### src/rtl/can_mctl_pkg.sv
package can_mctl_pkg;

    localparam int FLAG_N = 3;
    localparam int OP_W   = 3;
    localparam int PS_W   = 2;

    typedef enum logic [OP_W-1:0] {
        OP_INIT     = 3'd0,
        OP_NORMAL   = 3'd1,
        OP_NORM_BLK = 3'd2,
        OP_RX_ONLY  = 3'd3,
        OP_ONE_SHOT = 3'd4,
        OP_SELFTEST = 3'd5
    } op_mode_e;

    localparam logic [OP_W-1:0] OP_LAST_LEGAL = OP_SELFTEST;

    typedef enum logic [PS_W-1:0] {
        PS_NONE  = 2'b00,
        PS_SLEEP = 2'b01,
        PS_BAD   = 2'b10,
        PS_STOP  = 2'b11
    } ps_mode_e;

    // Write word layout, MSB first
    typedef struct packed {
        logic [FLAG_N-1:0] clr;
        logic [FLAG_N-1:0] set;
        logic              ps_we;
        logic [PS_W-1:0]   ps;
        logic              op_we;
        logic [OP_W-1:0]   op;
    } wr_cmd_t;

    // Readback word layout, MSB first
    typedef struct packed {
        logic [FLAG_N-1:0] flags;
        logic              buf_ok;
        logic              pend;
        logic [PS_W-1:0]   ps;
        logic [OP_W-1:0]   op;
    } rd_word_t;

    localparam int WR_W = $bits(wr_cmd_t);
    localparam int RD_W = $bits(rd_word_t);

    function automatic logic op_code_ok(input logic [OP_W-1:0] code);
        return code <= OP_LAST_LEGAL;
    endfunction

    function automatic wr_cmd_t gate_cmd(input logic [WR_W-1:0] d, input logic en);
        wr_cmd_t c;
        c       = wr_cmd_t'(d);
        c.op_we = c.op_we & en;
        c.ps_we = c.ps_we & en;
        c.set   = c.set & {FLAG_N{en}};
        c.clr   = c.clr & {FLAG_N{en}};
        return c;
    endfunction

endpackage

### src/rtl/mctl_flags.sv
module mctl_flags #(
    parameter int N = 3
) (
    input  logic         clk,
    input  logic         rst,
    input  logic [N-1:0] set_i,
    input  logic [N-1:0] clr_i,
    output logic [N-1:0] q_o
);
    logic [N-1:0] q_n;

    for (genvar i = 0; i < N; i++) begin : g_bit
        assign q_n[i] = (set_i[i] & ~clr_i[i]) ? 1'b1 :
                        (clr_i[i] & ~set_i[i]) ? 1'b0 : q_o[i];
    end

    always_ff @(posedge clk) begin
        if (rst) q_o <= '0;
        else     q_o <= q_n;
    end
endmodule

### src/rtl/mctl_opmode.sv
module mctl_opmode
    import can_mctl_pkg::*;
(
    input  logic            clk,
    input  logic            rst,
    input  logic            we_i,
    input  logic [OP_W-1:0] code_i,
    input  logic            lock_i,
    output logic [OP_W-1:0] op_o
);
    logic take;
    assign take = we_i && !lock_i && op_code_ok(code_i);

    always_ff @(posedge clk) begin
        if (rst)       op_o <= OP_INIT;
        else if (take) op_o <= code_i;
    end
endmodule

### src/rtl/mctl_psave.sv
module mctl_psave
    import can_mctl_pkg::*;
(
    input  logic     clk,
    input  logic     rst,
    input  logic     we_i,
    input  ps_mode_e req_i,
    input  logic     bus_idle_i,
    input  logic     core_rdy_i,
    output ps_mode_e ps_o,
    output logic     pend_o,
    output logic     buf_ok_o
);
    ps_mode_e ps_n;
    logic     pend_n;
    logic     leave;

    always_comb begin
        ps_n   = ps_o;
        pend_n = pend_o;
        leave  = 1'b0;
        if (we_i) begin
            unique case (ps_o)
                PS_NONE: begin
                    if (req_i == PS_SLEEP)     pend_n = 1'b1;
                    else if (req_i == PS_NONE) pend_n = 1'b0;
                end
                PS_SLEEP: begin
                    if (req_i == PS_STOP) begin
                        ps_n = PS_STOP;
                    end else if (req_i == PS_NONE) begin
                        ps_n  = PS_NONE;
                        leave = 1'b1;
                    end
                end
                PS_STOP: begin
                    if (req_i == PS_SLEEP) ps_n = PS_SLEEP;
                end
                default: ps_n = PS_NONE;
            endcase
        end
        // A request already registered commits once the bus is idle
        if (ps_o == PS_NONE && pend_o && pend_n && bus_idle_i) begin
            ps_n   = PS_SLEEP;
            pend_n = 1'b0;
        end
    end

    always_ff @(posedge clk) begin
        if (rst) begin
            ps_o     <= PS_NONE;
            pend_o   <= 1'b0;
            buf_ok_o <= 1'b0;
        end else begin
            ps_o   <= ps_n;
            pend_o <= pend_n;
            if (leave)                               buf_ok_o <= 1'b0;
            else if (ps_o == PS_NONE && core_rdy_i)  buf_ok_o <= 1'b1;
        end
    end
endmodule

### src/rtl/can_mode_ctl.sv
module can_mode_ctl
    import can_mctl_pkg::*;
(
    input  logic            clk,
    input  logic            rst,
    input  logic            wr_en,
    input  logic [WR_W-1:0] wr_data,
    input  logic            bus_idle,
    input  logic            buf_ready,
    output logic [RD_W-1:0] rd_data
);
    wr_cmd_t           cmd;
    ps_mode_e          ps_q;
    logic              pend_q;
    logic              buf_ok_q;
    logic [OP_W-1:0]   op_q;
    logic [FLAG_N-1:0] flags_q;
    rd_word_t          rd;

    assign cmd = gate_cmd(wr_data, wr_en);

    mctl_flags #(.N(FLAG_N)) i_flags (
        .clk   (clk),
        .rst   (rst),
        .set_i (cmd.set),
        .clr_i (cmd.clr),
        .q_o   (flags_q)
    );

    mctl_opmode i_opmode (
        .clk    (clk),
        .rst    (rst),
        .we_i   (cmd.op_we),
        .code_i (cmd.op),
        .lock_i (ps_q != PS_NONE),
        .op_o   (op_q)
    );

    mctl_psave i_psave (
        .clk        (clk),
        .rst        (rst),
        .we_i       (cmd.ps_we),
        .req_i      (ps_mode_e'(cmd.ps)),
        .bus_idle_i (bus_idle),
        .core_rdy_i (buf_ready),
        .ps_o       (ps_q),
        .pend_o     (pend_q),
        .buf_ok_o   (buf_ok_q)
    );

    always_comb begin
        rd.flags  = flags_q;
        rd.buf_ok = buf_ok_q;
        rd.pend   = pend_q;
        rd.ps     = ps_q;
        rd.op     = op_q;
    end

    assign rd_data = rd;
endmodule

### config.mk
export PLATFORM = sky130hd
export DESIGN_NAME = can_mode_ctl
export DESIGN_NICKNAME = d
export VERILOG_FILES = /design/src/rtl/can_mctl_pkg.sv /design/src/rtl/mctl_flags.sv /design/src/rtl/mctl_opmode.sv /design/src/rtl/mctl_psave.sv /design/src/rtl/can_mode_ctl.sv
export SDC_FILE = /design/constraint.sdc
export NUM_CORES = 1
export LEC_CHECK = 0
export ABC_AREA = 1
export BUFFER_PORTS_ARGS = -buffer_cell sky130_fd_sc_hd__buf_2
export CAP_MARGIN = 20
export CORE_MARGIN = 2
export CORE_UTILIZATION = 44
export DETAILED_ROUTE_END_ITERATION = 8
export PLACE_DENSITY = 0.77
export SETUP_SLACK_MARGIN = 0.4
export SLEW_MARGIN = 20
export SYNTH_ARGS = -nofsm -noshare
export SYNTH_HDL_FRONTEND = slang
export SYNTH_SLANG_ARGS = --single-unit
### constraint.sdc
create_clock -name clk -period 1.4 [get_ports clk]
set_clock_uncertainty 0.15 [all_clocks]
set_input_delay 0.07 -clock clk [delete_from_list [all_inputs] [get_ports clk]]
set_output_delay 0.07 -clock clk [all_outputs]
set_load 0.03 [all_outputs]
# --- Word-level counts from Yosys, hierarchy flattened ---
# Cells that the tools add are included.
totals:
  reg_bits: 10
  in_bits: 18
  out_inout_bits: 10
  word_cells: 73
op_classes:
  order_cmp: 1
  eq_ne: 9
  n_mux: 20
  bitwise_logic: 17
  reduce_logical: 18
ops:
  columns: ["operator", "count"]
  rows:
  - ["$mux 1", 16]
  - ["$reduce_bool 2->1", 5]
  - ["$and 1x1->1", 8]
  - ["$reduce_and 4->1", 2]
  - ["$not 1->1", 7]
  - ["$and 3x3->3", 2]
  - ["$logic_and 1x1->1", 6]
  - ["$mux 2", 3]
  - ["$ne 3x1->1 const B", 2]
  - ["$pmux 2 s3", 1]
  - ["$eq 2x1->1 const B", 2]
  - ["$eq 2x2->1 const B", 2]
  - ["$logic_not 2->1", 2]
  - ["$ne 4x1->1 const B", 1]
  - ["$reduce_or 2->1", 2]
  - ["$le 3x3->1 const B", 1]
  - ["$ne 2x1->1 const B", 1]
  - ["$ne 2x2->1 const B", 1]
  - ["$logic_not 1->1", 1]

# --- Longest topological paths before layout ---
logic_depth:
  depth_word: 9
  depth_mapped: 8
  depth_no_buf: 8

# --- By module ---
# Synthesis repeated with hierarchy kept, for this count alone.
unflattened:
  hier_cells: 109
  hier_area_um2: 684.4
modules_own_cells:
  columns: ["mod", "n_inst", "cells_per_inst", "area_each_um2", "seq_area_each_um2"]
  rows:
  - ["mctl_psave", 1, 42, 267.8, 80.1]
  - ["mctl_flags", 1, 25, 176.4, 60.1]
  - ["mctl_opmode", 1, 20, 148.9, 60.1]
  - ["can_mode_ctl", 1, 22, 91.3, 0.0]

# --- Worst setup path before layout ---
# OpenSTA, ideal clock, no wires.
synth_timing:
  kind: "reg-to-reg"
  startpoint: "register i_psave.ps_o[0]"
  endpoint: "register i_psave.ps_o[0]"
  t_arrival_ns: 1.102
  setup_slack_ns: 0.082
  path_stages_with_launch: 7
  n_path_buf: 0
  path_cell_list: "dfxtp_1 inv_1 nor2_1 nand2_1 nand3_1 nand2_1 a21oi_2"
synth_between:
  elab_chain_cells: 7
synth_lines:
  columns: ["element", "line_no", "text"]
  rows:
  - ["start, declared", "mctl_psave.sv:10", "output ps_mode_e ps_o,"]
  - ["start signal, assigned", "mctl_psave.sv:55", "ps_o <= ps_n;"]
  - ["$logic_not 2->1", "mctl_psave.sv:23, mctl_psave.sv:43", null]
  - ["$mux 1", "mctl_psave.sv:23", "unique case (ps_o)"]
  - ["$mux 1", "mctl_psave.sv:22", "if (we_i) begin"]
  - ["$logic_and 1x1->1 (2 in series)", "mctl_psave.sv:43", "if (ps_o == PS_NONE && pend_o && pend_n && bus_idle_i) begin"]
  - ["$ne 4x1->1 (no source line), or another cell as far along", null, null]
  - ["$reduce_and 4->1 (no source line)", null, null]
# Several ways; a longest one is shown, not always the timed one. The select of a mux whose other input is x is not followed.
# A chain may end at the register's enable or synchronous reset.

# --- Worst setup path after layout ---
layout_timing:
  startpoint: "register i_psave.ps_o[0]"
  endpoint: "register i_psave.ps_o[1]"
layout_between:
  elab_chain_cells: 6
layout_lines:
  columns: ["element", "line_no"]
  rows:
  - ["$logic_not 2->1", "mctl_psave.sv:23, mctl_psave.sv:43"]
  - ["$mux 1", "mctl_psave.sv:23"]
  - ["$mux 1", "mctl_psave.sv:22"]
  - ["$logic_and 1x1->1 (2 in series)", "mctl_psave.sv:43"]
  - ["$reduce_or 2->1 (no source line)", null]
# Several ways; a longest one is shown, not always the timed one.

==> results summary <==
The main combinational cell family by area after synthesis is simple AND/OR/NAND/NOR gates. The initial core utilization is 46.4%. The die span in y is 40.8 um. The arithmetic-cell share of the synthesized area counting full adders, half adders and majority gates came out at 12.6%. The share of synthesized area occupied by flip-flops and latches came out at 33.5%. Walking the worst path, the cells encountered are nor2_4 -> nand3_2 -> nand2_2 -> nand3_2 -> nand2_2 -> nor2_2. The fraction of the mapped netlist area in compound gates came out at 14.9%. In this run, synthesis produced a sequential element count of 10.

The leakage dissipation is 0.000481 uW. The number of max-slew violations in the final report came to 0. The final reports fail on negative hold slack. Buffers inserted during clock tree synthesis total 3. The synthesized area per cell is 7.28 um2.

The worst slack at placement is 0.163 ns. The area added between synthesis and finish is 66.2%. In this run the clock root is driven by a sky130_fd_sc_hd__clkbuf_4. The switching power total came out at 225 uW. At the end of routability-driven placement, the weighted congestion stood at 0.738. Along the worst path, the maximum fanout reaches 6.

The top achievable clock speed is 790 MHz. The slack of the critical path is 0.134 ns. The mapped cell area came out at 597 um2. The critical path's slowest cell is sky130_fd_sc_hd__dfxtp_4. The final critical path takes up 90.4% of the cycle. The run finished, with violations left. The cell row count came out at 13. The sequential cell fraction of total power is 43.2%.

The final global-route overflow total is 0. The initial antenna violation count came out at 0. In the final routed layout, each cell accounts on average for 12.4 um. The final-report setup violation count came out at 0.

The worst reg-to-reg setup slack came out at 0.13 ns. Global routing consumed, over all layers together, 24.4% of the routing resources. The die area is 0.00167 mm2. The maximum number of pins on one net before global-route repair is 10. For this run, the slowest stage of the critical path takes 0.37 ns. The worst endpoint required time is 1.43 ns. The minimum period implied by the final worst setup slack came out at 1.27 ns. The total of warnings raised by yosys is 0.

The area share of xor/xnor cells in the synthesized design is 0%. Max-cap violations in this run came to 0. Clock latency on the worst-skew pair, taken at its later pin, is 0.27 ns. The worst hold path belongs to the class input pin to flip-flop. The placeable core region came out at 0.00128 mm2. The synthesized netlist cell count came out at 82. The sum of net half-perimeters after detailed placement came out at 995 um. Summing the areas of all and, or, nand and nor instances in the mapped netlist gives 23.9% of the synthesized area.

The portion of netlist area occupied by mux cells is 0%. The worst endpoint data arrival time is 1.29 ns. The die width is 40.8 um. The slew at the pin with the worst max-slew slack is 0.280 ns. The mean number of vias per cell is 4.98. The aggregate routed wire length came out at 1.71 mm. The number of nets with antenna violations after routing is 0. The total of buffers placed on input and output ports came out at 27. The number of nets in the finished design is 148.

The tightest slew margin relative to the limit is 81.3%. Net switching is 30.9% of the power. STA classifies the critical path startpoint as a flip-flop.

The internal power came out at 505 uW. Power spread over the standard cell area amounts to 736 mW/mm2. Setup repair after global routing could not meet its margin everywhere. The type of element capturing the critical path is a flip-flop.

The total iterations of the first detailed-routing run is 1. The worst IR drop on VDD is 0.000549 V. The number of endpoints with negative hold slack in the final report came out at 3. The count of vias placed by the detailed router is 687. TritonCTS built the clock tree. At the end of the flow the core is filled with cells to 77.2%. Across all hold checks on the routed design, the worst slack comes to -0.0198 ns. The number of global-route vias before repair is 626. The first-pass GRT wire length came out at 2.55 mm.

The critical path in this run is classified as flip-flop to flip-flop. The final setup TNS came out at 0 ns. The number of antenna diodes in the final layout is 0. The count of different cell masters after synthesis is 18.

The number of violations reported at the end of detailed-routing iteration 0 came out at 0. Counting every net in the synthesized netlist gives 106. In this run the count of I/O pins placed on the die edge is 28. The clock share of power came out at 29.7%. The clock sink count came out at 10.

The CTS H-tree depth is 1. The post-route netlist has 47.2% of its cells at a drive strength greater than 1. The library cells used most frequently in the layout, excluding fill and tap cells, are 17 x sky130_fd_sc_hd__inv_1, 17 x sky130_fd_sc_hd__buf_2, 13 x sky130_fd_sc_hd__buf_6. The clock transition at the register clock pins on the worst setup and hold paths after CTS is 0.07 ns. The clock passes through at most 2 buffers. The part of the power in combinational logic came out at 27.1%. The count of unresolved DRC violations after routing came out at 0.
-- repair_timing --
action / CTS / global route
endpoints found under the setup margin: 17 / 16
pin swaps: 4 / 8
setup buffers: 6 / 2
hold endpoints to repair: 6 / 0
resized for setup: 29 / 8
hold buffers: 5 / 0
-- metrics by stage --
step / total power [uW] / cells / hold WS (ns) / cell area, um2
3_5_place_dp: 465 / 121 / 0.0948 / 743
6_report: 730 / 138 / -0.0198 / 992
5_1_grt: 767 / 138 / 0.00354 / 992
3_3_place_gp: 461 / 121 / 0.0913 / 743
2_1_floorplan: 416 / 82 / -0.0267 / 612
4_1_cts: 718 / 136 / -0.0262 / 947
-- kinds of logic after synthesis --
family | count (synthesis)
simple gates | 28
fa+ha+maj | 6
compound gates | 17
flops | 10
buf+inv | 21
-- synth_stat cells (all sizes together) --
master  number  share of area [%]
a21oi        9                8.2
buf          3                3.8
clkinv       1               0.63
dfxtp       10                 34
ha           6                 13
inv         17                 11
nand2       15                9.9
nand3        4                3.4
nand3b       1                1.3
nand4        3                4.2
nor2         5                5.2
o21ai        8                6.7
-- layer usage --
metal	wire length [um]	global-route usage (%)	up-vias
li1	-	-	346
met1	643	23.5	315
met2	951	41.4	19
met3	71	9.24	7
met4	46	18.3	0
met5	0	0	-
-- worst max-delay path, delay by kind of cell, from the launching register on --
| kind | cells | cell delay, ns |
|---|---|---|
| flip-flops | 1 | 0.37 |
| AND/OR/NAND/NOR | 6 | 0.65 |
-- state kept, by name (all words and copies together), names as in the netlist --
name	cells
i_psave.ps_o	2
i_psave.pend_o	1
i_flags.q_o	3
i_psave.buf_ok_o	1
i_opmode.op_o	3
-- layout make-up --
class                   instances  area, um2
repair buffers                 40        319
fillers                        80        293
flip-flops and latches         10        214
well taps                      15       18.8
inverters                      18       67.6
clock buffers                   4       26.3
multi-input cells              51        347
-- worst paths after layout --
check / from / end / depth (start not counted)
worst max register to register: i_psave.ps_o[0] / i_psave.ps_o[1] / 6
worst min register to register: i_flags.q_o[2] / i_flags.q_o[2] / 2
worst max-delay path: i_psave.ps_o[0] / i_psave.ps_o[1] / 6
worst min-delay path: bus_idle / i_psave.pend_o / 4
-- power by group through the flow --
stage	registers (uW)	clock network [uW]	logic (uW)
final	315	217	198
after global routing	317	232	217
after CTS	313	225	180
after detailed placement	317	0	148
after global placement	316	0	145
after floorplan	345	0	71.2
No activity file was read; power rests on OpenSTA's default activity.
